[src/rtl/sst_pkg.sv]
package sst_pkg;

  typedef enum logic {
    ST_IDLE  = 1'b0,
    ST_SHIFT = 1'b1
  } sst_state_e;

  // Pin level from an active flag and a polarity select.
  function automatic logic pin_level(input logic active, input logic invert);
    return active ^ invert;
  endfunction

endpackage

[src/rtl/sst_divider.sv]
module sst_divider #(
  parameter int unsigned DIV_W = 8
) (
  input  logic             clk,
  input  logic             rst_n,
  input  logic             run,
  input  logic [DIV_W-1:0] div,
  output logic             tick
);

  logic [DIV_W-1:0] cnt_q;

  assign tick = run && (cnt_q == div);

  always_ff @(posedge clk or negedge rst_n) begin
    if (!rst_n) begin
      cnt_q <= '0;
    end else if (!run || tick) begin
      cnt_q <= '0;
    end else begin
      cnt_q <= cnt_q + 1'b1;
    end
  end

endmodule

[src/rtl/sst_shifter.sv]
module sst_shifter #(
  parameter int unsigned MAX_WORD = 16,
  localparam int unsigned LEN_W   = $clog2(MAX_WORD)
) (
  input  logic                clk,
  input  logic                rst_n,
  input  logic                load,
  input  logic                advance,
  input  logic [MAX_WORD-1:0] data_in,
  input  logic [LEN_W-1:0]    len,
  input  logic                msb_first,
  output logic                first,
  output logic                last,
  output logic                sdata
);

  logic [MAX_WORD-1:0] word_q;
  logic [LEN_W-1:0]    idx_q;
  logic                sdata_q;
  logic [LEN_W-1:0]    idx_nxt;

  // Position in the word of the idx-th transmitted bit.
  function automatic logic [LEN_W-1:0] pick(input logic [LEN_W-1:0] idx,
                                            input logic [LEN_W-1:0] n_m1,
                                            input logic             rev);
    return rev ? (n_m1 - idx) : idx;
  endfunction

  assign idx_nxt = idx_q + 1'b1;
  assign first   = (idx_q == '0);
  assign last    = (idx_q == len);
  assign sdata   = sdata_q;

  always_ff @(posedge clk or negedge rst_n) begin
    if (!rst_n) begin
      word_q  <= '0;
      idx_q   <= '0;
      sdata_q <= 1'b0;
    end else if (load) begin
      word_q  <= data_in;
      idx_q   <= '0;
      sdata_q <= data_in[pick('0, len, msb_first)];
    end else if (advance) begin
      idx_q   <= idx_nxt;
      sdata_q <= word_q[pick(idx_nxt, len, msb_first)];
    end
  end

endmodule

[src/rtl/sync_ser_tx.sv]
module sync_ser_tx
  import sst_pkg::*;
#(
  parameter int unsigned MAX_WORD = 16,
  parameter int unsigned DIV_W    = 8
) (
  input  logic                        clk,
  input  logic                        rst_n,
  input  logic [DIV_W-1:0]            cfg_div,
  input  logic [$clog2(MAX_WORD)-1:0] cfg_len,
  input  logic                        cfg_msb_first,
  input  logic                        cfg_clk_inv,
  input  logic                        cfg_fs_en,
  input  logic                        cfg_fs_word,
  input  logic                        cfg_fs_inv,
  input  logic                        cfg_stat_inv,
  input  logic                        in_valid,
  output logic                        in_ready,
  input  logic [MAX_WORD-1:0]         in_data,
  input  logic                        status_in,
  output logic                        ser_clk,
  output logic                        ser_data,
  output logic                        ser_frame
);

  localparam int unsigned LEN_W = $clog2(MAX_WORD);

  sst_state_e       state_q;
  logic             ph_q;
  logic             status_q;

  // Configuration copy: follows the inputs while idle, frozen while shifting.
  logic [DIV_W-1:0] div_q;
  logic [LEN_W-1:0] len_q;
  logic             msb_q, cinv_q, fen_q, fword_q, finv_q, sinv_q;

  // Named internal events.
  logic             shifting, half_tick, bit_end, bit_adv, word_end;
  logic             word_load, busy, first_bit, last_bit;
  logic [LEN_W-1:0] eff_len;
  logic             eff_msb;

  assign shifting  = (state_q == ST_SHIFT);
  assign bit_end   = half_tick & ph_q;
  assign word_end  = bit_end & last_bit;
  assign bit_adv   = bit_end & ~last_bit;
  assign busy      = status_q ^ sinv_q;
  assign in_ready  = ~busy & (~shifting | word_end);
  assign word_load = in_valid & in_ready;
  assign eff_len   = shifting ? len_q : cfg_len;
  assign eff_msb   = shifting ? msb_q : cfg_msb_first;

  sst_divider #(.DIV_W(DIV_W)) u_div (
    .clk   (clk),
    .rst_n (rst_n),
    .run   (shifting),
    .div   (div_q),
    .tick  (half_tick)
  );

  sst_shifter #(.MAX_WORD(MAX_WORD)) u_shift (
    .clk       (clk),
    .rst_n     (rst_n),
    .load      (word_load),
    .advance   (bit_adv),
    .data_in   (in_data),
    .len       (eff_len),
    .msb_first (eff_msb),
    .first     (first_bit),
    .last      (last_bit),
    .sdata     (ser_data)
  );

  always_ff @(posedge clk or negedge rst_n) begin
    if (!rst_n) begin
      state_q  <= ST_IDLE;
      ph_q     <= 1'b0;
      status_q <= 1'b0;
    end else begin
      status_q <= status_in;
      if (word_load) begin
        state_q <= ST_SHIFT;
        ph_q    <= 1'b0;
      end else begin
        if (word_end)  state_q <= ST_IDLE;
        if (half_tick) ph_q    <= ~ph_q;
      end
    end
  end

  always_ff @(posedge clk or negedge rst_n) begin
    if (!rst_n) begin
      div_q   <= '0;
      len_q   <= '0;
      msb_q   <= 1'b0;
      cinv_q  <= 1'b0;
      fen_q   <= 1'b0;
      fword_q <= 1'b0;
      finv_q  <= 1'b0;
      sinv_q  <= 1'b0;
    end else if (!shifting) begin
      div_q   <= cfg_div;
      len_q   <= cfg_len;
      msb_q   <= cfg_msb_first;
      cinv_q  <= cfg_clk_inv;
      fen_q   <= cfg_fs_en;
      fword_q <= cfg_fs_word;
      finv_q  <= cfg_fs_inv;
      sinv_q  <= cfg_stat_inv;
    end
  end

  assign ser_clk   = pin_level(shifting & ph_q, cinv_q);
  assign ser_frame = pin_level(shifting & fen_q & (fword_q | first_bit), finv_q);

endmodule

[config.mk]
export PLATFORM = sky130hd
export DESIGN_NAME = sync_ser_tx
export DESIGN_NICKNAME = d
export VERILOG_FILES = /design/src/rtl/sst_pkg.sv /design/src/rtl/sst_divider.sv /design/src/rtl/sst_shifter.sv /design/src/rtl/sync_ser_tx.sv
export SDC_FILE = /design/constraint.sdc
export NUM_CORES = 1
export LEC_CHECK = 0
export BUFFER_PORTS_ARGS = -buffer_cell sky130_fd_sc_hd__buf_2
export CAP_MARGIN = 15
export CORE_ASPECT_RATIO = 0.8
export CORE_MARGIN = 2
export CORE_UTILIZATION = 57
export DETAILED_ROUTE_END_ITERATION = 8
export HOLD_SLACK_MARGIN = 0.08
export PLACE_DENSITY = 0.86
export SYNTH_ARGS = -nofsm -noshare
export SYNTH_HDL_FRONTEND = slang
export SYNTH_HIERARCHICAL = 1
export SYNTH_SLANG_ARGS = --single-unit
export TNS_END_PERCENT = 100
[constraint.sdc]
create_clock -name clk -period 3.7 [get_ports clk]
set_input_delay 0.555 -clock clk [delete_from_list [all_inputs] [get_ports clk]]
set_output_delay 0.555 -clock clk [all_outputs]
set_load 0.005 [all_outputs]
* Yosys cells after proc, flatten, opt, wreduce, memory -nomap -nowiden *
Cells that the tools add are included.

cells by class
  muxes and demuxes = 17
  equal/unequal tests = 2
  bitwise logic cells = 17
  $add $sub $neg = 3
  order comparisons = 2
  reduce and logical (&&, ||, !) cells = 7

operators by type and width
  cell                   number
  $mux W4                5
  $lt A4 B5 Y1 const B   2
  $mux W1                9
  $add A8 B1 Y8 const B  1
  $and A1 B1 Y1          8
  $bmux W1 S4            2
  $eq A8 B8 Y1           1
  $mux W8                1
  $reduce_bool A2 Y1     3
  $add A4 B1 Y4 const B  1
  $eq A4 B4 Y1           1
  $logic_not A4 Y1       1
  $not A1 Y1             4
  $sub A4 B4 Y4          1
  $xor A1 B1 Y1          3
  $or A1 B1 Y1           2
  $logic_and A1 B1 Y1    1
  $logic_not A1 Y1       1
  $logic_or A1 B1 Y1     1

storage, ports and cells
  output and inout bits = 4
  input bits = 38
  word-level logic and storage cells = 63
  register bits = 50

* Logic depth before layout (Yosys ltp) *
Gate-level depths: netlist of run 1.

  word-level depth = 8
  depth in mapped cells = 14
  depth with buffers taken out = 11

* Modules after synthesis *
Netlist of run 1, hierarchy kept.

modules (own cells, without submodules)
  module       instances  cells an instance  sequential area each (um2)  area each (um2)
  sst_shifter  1          124                525.5                       1398.8
  sync_ser_tx  1          56                 525.5                       928.4
  sst_divider  1          46                 200.2                       500.5

* Worst setup path after synthesis of run 1 *
OpenSTA, ideal clock, no wires.

  path kind = register -> register
  start point = register state_q, in the netlist shifting
  end point = register u_shift.word_q[0]
  stages on the path, launching flop included = 12
  path slack = 370 ps
  library setup time = 125 ps
  buffers on the path = 4
  arrival = 3205 ps
  data required time = 3575 ps
  period minus slack after synthesis = 3330 ps
  cell sequence = dfrtp_1 -> buf_6 -> buf_12 -> mux2_4 -> clkbuf_1 -> inv_1 -> ha_1 -> nor4_1 -> nand3_1 -> a211oi_1 -> buf_1 -> mux2_2

on the way
  word-level cells in the longest chain between the ends = 6
  elaborated cells between the ends (all ways) = 9
  classes of those cells = eq/ne: 1; mux: 1; bitwise: 6; reduce/logical: 1

ends and longest elaborated chain
  element                 RTL line           source
  from (decl)             sync_ser_tx.sv:28  sst_state_e state_q;
  from (signal assigned)  sync_ser_tx.sv:76  state_q <= ST_IDLE;
  from (signal assigned)  sync_ser_tx.sv:82  state_q <= ST_SHIFT;
  from (signal assigned)  sync_ser_tx.sv:85  if (word_end) state_q <= ST_IDLE;
  $mux W4                 --
  via eff_len[0]          sync_ser_tx.sv:40  logic [LEN_W-1:0] eff_len;
  $eq A4 B4 Y1            sst_shifter.sv:31  assign last = (idx_q == len);
  via last_bit            sync_ser_tx.sv:39  logic word_load, busy, first_bit, last_bit;
  $and A1 B1 Y1           sync_ser_tx.sv:45  assign word_end = bit_end & last_bit;
  $or A1 B1 Y1            sync_ser_tx.sv:48  assign in_ready = ~busy & (~shifting | word_end);
  $and A1 B1 Y1           sync_ser_tx.sv:48
  $and A1 B1 Y1           sync_ser_tx.sv:49  assign word_load = in_valid & in_ready;
  via word_load           sync_ser_tx.sv:39
  to (signal assigned)    sst_shifter.sv:40  word_q <= data_in;
  to (decl)               sst_shifter.sv:17  logic [MAX_WORD-1:0] word_q;

The timed path passes the listed nets, and every way through them passes these cells.
A chain may end at the register's enable or synchronous reset.

* Worst setup path in the final report of run 1 *
  start point = register state_q, in the netlist shifting
  end point = output port in_ready

on the way
  word-level cells in the longest chain between the ends = 5
  elaborated cells between the ends (all ways) = 8
  classes of those cells = eq/ne: 1; mux: 1; bitwise: 5; reduce/logical: 1

ends and longest elaborated chain
  element         RTL line           source
  $mux W4         --
  via eff_len[3]  sync_ser_tx.sv:40
  $eq A4 B4 Y1    sst_shifter.sv:31
  via last_bit    sync_ser_tx.sv:39
  $and A1 B1 Y1   sync_ser_tx.sv:45
  $or A1 B1 Y1    sync_ser_tx.sv:48
  $and A1 B1 Y1   sync_ser_tx.sv:48
  to (decl)       sync_ser_tx.sv:18  output logic in_ready,

The timed path passes the listed nets, and every way through them passes these cells.

==> results of run 1 <==
[power groups by stage]
stage / registers, mW / logic [mW] / clock network, mW
finish: 0.896 / 1.10 / 0.294
global route: 0.921 / 1.20 / 0.327
CTS: 0.893 / 1.09 / 0.300
detailed placement: 0.902 / 1.08 / 0
global placement: 0.894 / 1.04 / 0
floorplan: 0.852 / 0.883 / 0
[Yosys cell counts, drive strengths merged (4+ instances only)]
cell and count:
nand3 7, a21oi 6, mux2 38, o21ai 7, inv 11, nor2 10
dfrtp 50, buf 8, xnor2 6, a211oi 8, mux2i 9, ha 6
nand2 7, xor2 18, mux4 4
[cells by family (layout without fill, tap and decap cells)]
kind of cell | count (synthesis) | after routing | synth area share (%)
muxes | 51 | 51 | 23.94
DFF | 50 | 50 | 44.25
and+or+nand+nor | 38 | 38 | 7.080
AOI/OAI and AO/OA | 34 | 34 | 8.319
xor gates and xnor gates | 24 | 24 | 8.230
buffers and inverters | 22 | 64 | 4.823
adders and majority gates | 7 | 7 | 3.363
[state kept, by name, indices dropped and copies added, names as in the netlist]
name	count
u_div/cnt_q	8
status_q	1
div_q	8
fword_q	1
shifting	1
finv_q	1
sinv_q	1
len_q	4
u_shift/word_q	16
u_shift/sdata	1
cinv_q	1
ph_q	1
fen_q	1
u_shift/idx_q	4
msb_q	1
[layout make-up]
| class | instances | area [sq um] |
|---|---|---|
| clock buffer | 7 | 76.32 |
| fill | 346 | 1535 |
| inverter | 11 | 41.29 |
| multi-input combinational | 154 | 1445 |
| sequential | 50 | 1251 |
| tap | 60 | 75.07 |
| timing repair buffer | 46 | 255.2 |
[critical path, cell delays in order (launching register included)]
cell	delay, ps
dfrtp_1	490
buf_4	380
mux2_4	370
xor2_1	170
nor4_1	380
nand3_1	200
a21oi_1	170
buf_2	130
[layer usage]
metal	routed length [microns]	vias up	global-route usage (%)
met5	0	-	0
met4	96	0	9.426
li1	-	897	-
met1	2599	935	30.99
met2	2482	65	31.85
met3	307	15	5.691
[worst max path at each step]
| stage | startpoint | endpoint | slack [ps] | depth (start not counted) |
|---|---|---|---|---|
| global route | shifting | in_ready | 410 | 7 |
| finish | shifting | in_ready | 560 | 7 |
| global placement | cfg_len[0] | u_shift/word_q[10] | 670 | 9 |
| detailed placement | cfg_len[0] | u_shift/word_q[12] | 640 | 9 |
| floorplan | shifting | u_shift/word_q[0] | 370 | 11 |
| CTS | shifting | in_ready | 540 | 7 |
[cells in the final DEF (no fill, tap or decap), drive strengths merged, types with 8 or more instances in the layout]
| cell | netlist | final |
|---|---|---|
| xor2 | 18 | 18 |
| dfrtp | 50 | 50 |
| mux2i | 9 | 9 |
| inv | 11 | 11 |
| mux2 | 38 | 38 |
| a211oi | 8 | 8 |
| nor2 | 10 | 10 |
| buf | 8 | 46 |
[stage by stage]
step	hold WS (ps)	area, sq um
after global routing	250.7	3144
after CTS	351.9	3124
after detailed placement	496.3	3048
final	220.3	3144
after global placement	486.7	3048
after floorplan	259.4	2828
==> results.yml, run 1 <==
status:
  status: "complete, no violations"
die:
  die-area_sq_mm: 0.005544
  ios: 42
  start_util_pct: 60.43
  die_x_microns: 82.75
  fp.dieH_microns: 67
  core_area_sq_mm: 0.004679
  row_count: 22
global_route:
  groute.usage.overall_pct: 21.95
  grt_pass1_wl_mm: 8.976
  antenna_found_initial: 0
  globalRoute.totalOverflow: 0
  grt_max_degree: 51
  grt_pass1_vias: 1867
logic_synthesis:
  ys_types: 43
  syn-num-nets: 271
  ys.flop_type: "dfrtp_1"
  synth_seq_area_share_pct: 44.25
  syn_area_sq_mm: 0.002828
  synth.top_cell.area_share_pct: 44.25
  synth_area_per_cell_sq_um: 12.51
  synth_seq_cells: 50
  synth_top_cell_by_area: "dfrtp_1"
  ys_warn_count: 6
  synth_edf_count: 0
  syn_inst: 226
  synthArstFlopShare_pct: 100.0
  synth_area_leaders: "dfrtp_1 (44%), mux2_2 (9.2%), mux2_4 (8.0%)"
timing:
  setup_slack_ps: 560.7
  period_minus_slack_ps: 3139
  hold_viol: 0
  slew_violations: 0
  clock_skew_ps: 6.736
  grt_setup_unrepaired: "false"
  finalCritPeriodShare_pct: 84.85
  fmax_ghz: 0.3185
  worst_slew_pin_slew_ps: 514.2
  setup_violations: 0
  relSlewSlack_pct: 65.72
  tns_ps: 0
pwr:
  power_mw: 2.293
  switching_share_pct: 37.14
  leakage_nw: 1.470
  power_frac_clock_pct: 12.8
  p_per_area_mw_per_mm2: 729.2
  p_comb_share_pct: 48.1
  irDropWorstVdd_uv: 385.2
  switchingPower_uw: 851.6
  internal_power_mw: 1.441
  seqPwrFrac_pct: 39.1
setup_path:
  crit_path_end_kind: "output pin"
  cp.required_ps: 3140
  r2r_end: "u_shift/word_q[12]"
  ff2ff_path_depth: 8
  start_kind: "register"
  r2r_slack_ps: 650
  path_max_fanout: 22
  worstPathArrival_ps: 2580
  r2r_start: "shifting"
  critPathKind: "reg2out"
hold_path:
  hp-class: "in2async"
final_layout:
  post-route-util_pct: 67.19
  finish.cell_count_without_fillers: 328
  drive_gt1_share_pct: 38.06
  syn2layout_area_growth_pct: 11.19
  nNetsFinal: 313
  diodes: 0
clock_tree:
  cts_buffers: 5
  path_clk_slew_ps: 80
  cts.sinks: 50
  clk_path_buf_depth: 2
  cts_setup_buffers: 0
  clock_latency_ps: 300
  cts_root_buf: "clkbuf_8"
  cts_tree: "done"
  htree_levels: 2
  cts_hold_buf: 0
  post_cts_resized: 0
place:
  port_buffers: 41
  place_inst: 320
  gp_congestion: 0.9379
  dp_hpwl_mm: 3.986
  dpl_worst_slack_ps: 639.3
drt:
  drt_iter0_markers: 198
  vias: 1912
  post-route-drc-count: 0
  wl_per_cell_microns: 16.72
  finalWirelength_mm: 5.485
  dr.pass1.iters: 4
  via_per_inst: 5.829
  drt.antenna.violating_nets: 0
run:
  cap_violations: 0
Note: power is estimated with default switching activity, not from simulation.
==> run 2: changes to the inputs <==
Clock period 3.7 ns to 3.1 ns, I/O delays scaled along.
==> run 2 against run 1 <==
  * Register-to-register slack worse by 520 ps
  * Utilization is 1.7 points higher
  * Critical path depth is 4 higher
  * First-iteration DRC count is 36% lower
  * Flip-flop and latch count stayed put
  * Global-route usage is 1.1 points higher
  * Non-clock buffer count is 4 higher
  * Clock skew is 1.4 ps higher
  * Cell count is 1.5% higher
  * Clock-buffer cell count is 2 lower
  * Via count is 1.7% higher
==> results.yml, run 2 (same netlist as run 1, synthesis figures left out) <==
status:
  status: "complete, no violations"
final_layout:
  fill_cells: 348
  largest_reg_flops: 16
  drive_gt1_share_pct: 40.66
  top_regs: "u_shift/word_q (16), div_q (8), u_div/cnt_q (8)"
  final_cell_mix: "dfrtp_1 (50), buf_2 (41), mux2_2 (23), mux2_4 (15), xor2_1 (15)"
  syn2layout_area_growth_pct: 14.03
  nNetsFinal: 317
  finish.cell_count_without_fillers: 333
  top_register: "u_shift/word_q"
  layout_commonest_cell: "dfrtp_1"
  diodes: 0
drt:
  via_per_inst: 5.838
  drt.antenna.violating_nets: 0
  vias: 1944
  drt_iter0_markers: 126
  post-route-drc-count: 0
  finalWirelength_mm: 5.790
  wl_per_cell_microns: 17.39
  dr.pass1.iters: 4
pwr:
  irDropWorstVdd_uv: 534.0
  power_mw: 2.911
  p_per_area_mw_per_mm2: 902.7
  leakage_nw: 1.512
global_route:
  grt_pass1_wl_mm: 9.190
  groute.usage.overall_pct: 23.01
  grt_max_degree: 51
  grt_pass1_vias: 1913
  antenna_found_initial: 0
  globalRoute.totalOverflow: 0
clock_tree:
  htree_levels: 2
  cts_hold_buf: 0
  cts_tree: "done"
  cts.sinks: 50
  clock_latency_ps: 310
  cts_root_buf: "clkbuf_8"
  path_clk_slew_ps: 90
  cts_buffers: 5
  clk_path_buf_depth: 2
timing:
  finalCritPeriodShare_pct: 95.73
  relSlewSlack_pct: 69.32
  worst_slew_pin_slew_ps: 458.6
  slew_violations: 0
  grt_setup_unrepaired: "false"
  clock_skew_ps: 8.177
  period_minus_slack_ps: 2968
  hold_viol: 0
  fmax_ghz: 0.3370
  tns_ps: 0
  setup_violations: 0
  setup_slack_ps: 132.3
setup_path:
  cp.required_ps: 3330
  crit_slowest_cell: "dfrtp_1"
  path_cells: "mux2_4 > inv_1 > ha_1 > fa_1 > xor2_2 > mux2i_4 > mux2i_1 > a32oi_1 > o221ai_1 > mux2_2 > o21ai_1"
  critPathKind: "reg2reg"
  start_kind: "register"
  path_max_fanout: 8
  crit_path_end_kind: "register"
  slowest_delay_ps: 460
  worstPathArrival_ps: 3200
die:
  core_area_sq_mm: 0.004679
  fp.dieH_microns: 67
  start_util_pct: 60.43
  die_x_microns: 82.75
  row_count: 22
  die-area_sq_mm: 0.005544
  ios: 42
place:
  port_buffers: 41
  dp_hpwl_mm: 4.162
  place_inst: 323
  gp_congestion: 0.8901
  dpl_worst_slack_ps: 77.77
hold_path:
  hp-class: "in2async"
run:
  cap_violations: 0
[run 2: changes by cell type in the layout (fill, tap and decap cells not counted), sizes merged]
cell / previous run / this run
buf: 46 / 50
clkbuf: 7 / 5
bufinv: 0 / 1
clkinv: 0 / 2
[run 2: per-stage QoR]
step / hold WS [ps] / cell area, sq um / utilization, %
after floorplan: 169.4 / 2835 / -
after global placement: 486.6 / 3070 / 65.62
after detailed placement: 494.6 / 3070 / 65.62
after CTS: 247.3 / 3179 / 67.94
after global routing: 114.6 / 3224 / 68.90
final: 86.49 / 3224 / 68.90
[run 2: final cells by class]
class	count	area (sq um)	area share (%)
multi-input cells	154	1459	45.25
flip-flops and latches	50	1251	38.80
repair buffers	50	289.0	8.964
well taps	60	75.07	2.328
clock buffers	5	68.82	2.134
inverters	11	41.29	1.281
clock inverters	3	40.04	1.242
[run 2: final timing paths]
check / from / to / slack (ps) / depth (start not counted)
worst max-delay path: shifting / u_shift/sdata / 130 / 11
worst min-delay path: rst_n / cinv_q / 90 / 1
worst max register to register: shifting / u_shift/sdata / 130 / 11
worst min register to register: u_shift/word_q[9] / u_shift/word_q[9] / 510 / 1
max in group asynchronous: rst_n / len_q[0] / 2490 / 2
min in group clk: status_in / status_q / 260 / 1
[run 2: repair_timing]
action	4_1_cts	5_1_grt
buffers inserted	0	1
gates resized for setup	0	3
setup endpoints to repair	0	18
[run 2: worst max-delay path: cells and delay by family, from the launching register on]
kind,cells,cell delay [ps]
buffers and inverters,1,90
DFF,1,460
adders and majority gates,2,640
muxes,4,990
AOI/OAI and AO/OA,3,500
xor gates and xnor gates,1,210
[run 2: where the power goes]
part           switching, mW  total, mW  internal [mW]
Combinational          0.683       1.40          0.721
Clock                  0.211      0.448          0.238
Sequential             0.181       1.06          0.878
Total                   1.07       2.91           1.84
[run 2: layer usage]
metal / global-route usage (%) / up-vias / part of all wire, %
met5: 0 / - / 0
met4: 8.811 / 0 / 2.2
met3: 5.285 / 14 / 5.7
met2: 35.99 / 55 / 47
met1: 31.17 / 965 / 45
li1: - / 910 / -
==> run 3: changes to the inputs <==
Settings changed: ABC_AREA from default to 1, PLACE_DENSITY 0.86 to 0.85.
==> run 3 against run 2 <==
  * Via count is 37% higher
  * Clock-buffer cell count is 1 higher
  * Sequential power is 13% higher
  * Design area is 6.0% higher
  * Largest cell class unchanged
  * Non-clock buffer count is 2 lower
==> results.yml, run 3 <==
place:
  port_buffers: 41
  dpl_worst_slack_ps: -61.56
  dp_hpwl_mm: 4.847
  gp_congestion: 0.9707
setup_path:
  critPathKind: "reg2out"
  start_kind: "register"
  cp.required_ps: 2630
  crit_path_end_kind: "output pin"
  worstPathArrival_ps: 2460
  path_max_fanout: 3
  r2r_slack_ps: 200
final_layout:
  top_regs: "u_shift/word_q (16), div_q (8), u_div/cnt_q (8)"
  post-route-util_pct: 68.27
  largest_reg_flops: 16
  syn2layout_area_growth_pct: 15.42
  final_cell_mix: "nand2_1 (128), dfrtp_1 (50), nand3_1 (46), inv_1 (41), buf_2 (41)"
  diodes: 0
  top_register: "u_shift/word_q"
  final-seq-area_sq_mm: 0.001251
  nNetsFinal: 461
  layout_commonest_cell: "nand2_1"
  drive_gt1_share_pct: 21.10
  multi_input_comb_area_sq_mm: 0.001481
  fill_cells: 397
global_route:
  groute.usage.overall_pct: 24.80
  globalRoute.totalOverflow: 0
  antenna_found_initial: 0
  grt_pass1_vias: 2356
  grt_pass1_wl_mm: 11.18
  grt_max_degree: 51
logic_synthesis:
  syn-num-nets: 412
  ys.flop_type: "dfrtp_1"
  ys_types: 29
  synth.top_cell.area_share_pct: 42.25
  syn_area_sq_mm: 0.002962
  synth_seq_cells: 50
  synth_area_per_cell_sq_um: 8.070
  synth_seq_area_share_pct: 42.25
  synth_area_leaders: "dfrtp_1 (42%), nand2_1 (16%), mux2_4 (8.1%)"
  synth_top_family_by_area: "simple AND/OR/NAND/NOR gates"
  synthMuxAreaShare_pct: 8.112
  synth_edf_count: 0
  yosys.area_share.simple_pct: 31.35
  synth_common_cells: "nand2_1 (128), dfrtp_1 (50), nand3_1 (46), inv_1 (43), nor2_1 (22)"
  synth_fa_ha_area_share_pct: 3.211
  synth_compound_gate_area_share_pct: 3.887
  yosysMostFrequentCell: "nand2_1"
  synthArstFlopShare_pct: 100.0
  synth_xor_area_share_pct: 3.253
  syn_inst: 367
  synth_top_cell_by_area: "dfrtp_1"
  ys_warn_count: 6
clock_tree:
  clock_latency_ps: 300
  cts_buffers: 5
  cts_setup_buffers: 0
  path_clk_slew_ps: 90
  cts.sinks: 50
  cts_tree: "done"
  htree_levels: 2
  cts_root_buf: "clkbuf_8"
  clk_path_buf_depth: 2
drt:
  vias: 2658
  drt_iter0_markers: 200
  via_per_inst: 5.549
  wl_per_cell_microns: 14.39
  post-route-drc-count: 0
  dr.pass1.iters: 5
  drt.antenna.violating_nets: 0
  finalWirelength_mm: 6.892
hold_path:
  hp-class: "in2reg"
pwr:
  irDropWorstVdd_uv: 792.5
  leakage_nw: 1.880
  p_per_area_mw_per_mm2: 1177
timing:
  period_minus_slack_ps: 2929
  relSlewSlack_pct: 70.61
  fmax_ghz: 0.3414
  hold_viol: 0
  clock_skew_ps: 3.652
  setup_violations: 0
  setup_slack_ps: 171.1
  finalCritPeriodShare_pct: 94.48
  worst_slew_pin_slew_ps: 436.2
  slew_violations: 0
die:
  core_area_sq_mm: 0.005007
  ios: 42
  fp.dieH_microns: 68.47
  row_count: 23
  die_x_microns: 84.59
  die-area_sq_mm: 0.005792
  start_util_pct: 59.15
status:
  status: "complete, no violations"
run:
  cap_violations: 0
-- run 3: final timing paths --
check                          start               end  depth (start not counted)
max in group asynchronous      rst_n          shifting                          3
hold / removal             status_in          status_q                          1
min in group asynchronous      rst_n    u_div/cnt_q[5]                          2
setup / recovery            shifting          in_ready                         10
hold reg to reg                fen_q             fen_q                          2
setup reg to reg            shifting  u_shift/idx_q[1]                         13
-- run 3: metrics by stage --
step | power (mW) | cells | setup TNS [ps] | instance area, sq um | hold slack, ps
detailed placement | 3.347 | 467 | -177.1 | 3217 | 460.7
CTS | 3.946 | 475 | 0 | 3359 | 259.9
finish | 4.023 | 479 | 0 | 3418 | 259.8
floorplan | 2.901 | 367 | 0 | 2962 | 169.4
global placement | 3.256 | 467 | 0 | 3217 | 456.7
global route | 4.387 | 479 | -6.870 | 3418 | 239.5
-- run 3: cell type report --
cell class,count,share of cell area [%]
Clock inverter,2,1.757
Multi-Input combinational cell,265,43.34
Sequential cell,50,36.60
Clock buffer,6,2.416
Inverter,44,5.198
Tap cell,62,2.269
Timing Repair inverter,2,0.4392
Timing Repair Buffer,48,7.980
-- run 3: kinds of logic (layout without fill, tap and decap cells) --
logic type / after synthesis / after routing
AND/OR/NAND/NOR: 211 / 211
buffers and inverters: 52 / 102
flip-flops: 50 / 50
AO/OA/AOI/OAI: 20 / 20
multiplexers: 16 / 16
XOR/XNOR: 11 / 11
adder cells (fa/ha/maj): 7 / 7
-- run 3: worst max-delay path, cell delays in order, from the launching register on --
cell and delay [ps]:
dfrtp_1 400, mux2_4 310, inv_1 100, ha_1 280, o21bai_1 180, a2111oi_2 410
nand3_1 120, nand2_1 120, nand2_1 80, inv_1 60, buf_2 100
-- run 3: timing repair --
action | CTS | global route
setup endpoints to repair | 0 | 21
hold buffers | 0 | 1
endpoints found under the hold margin | 0 | 7
resized for setup | 0 | 6
-- run 3: report_power, final --
| group | total [mW] | internal, mW | switching [mW] |
|---|---|---|---|
| clock network | 0.563 | 0.344 | 0.219 |
| logic | 2.26 | 0.926 | 1.33 |
| registers | 1.20 | 0.955 | 0.245 |
| total | 4.02 | 2.22 | 1.80 |
-- run 3: per-layer routing --
metal	track usage, %	up-vias	part of all wire (%)
li1	-	1263	-
met5	0	-	0
met3	6.634	12	8.9
met2	37.40	137	44
met1	35.41	1246	45
met4	7.341	0	1.7
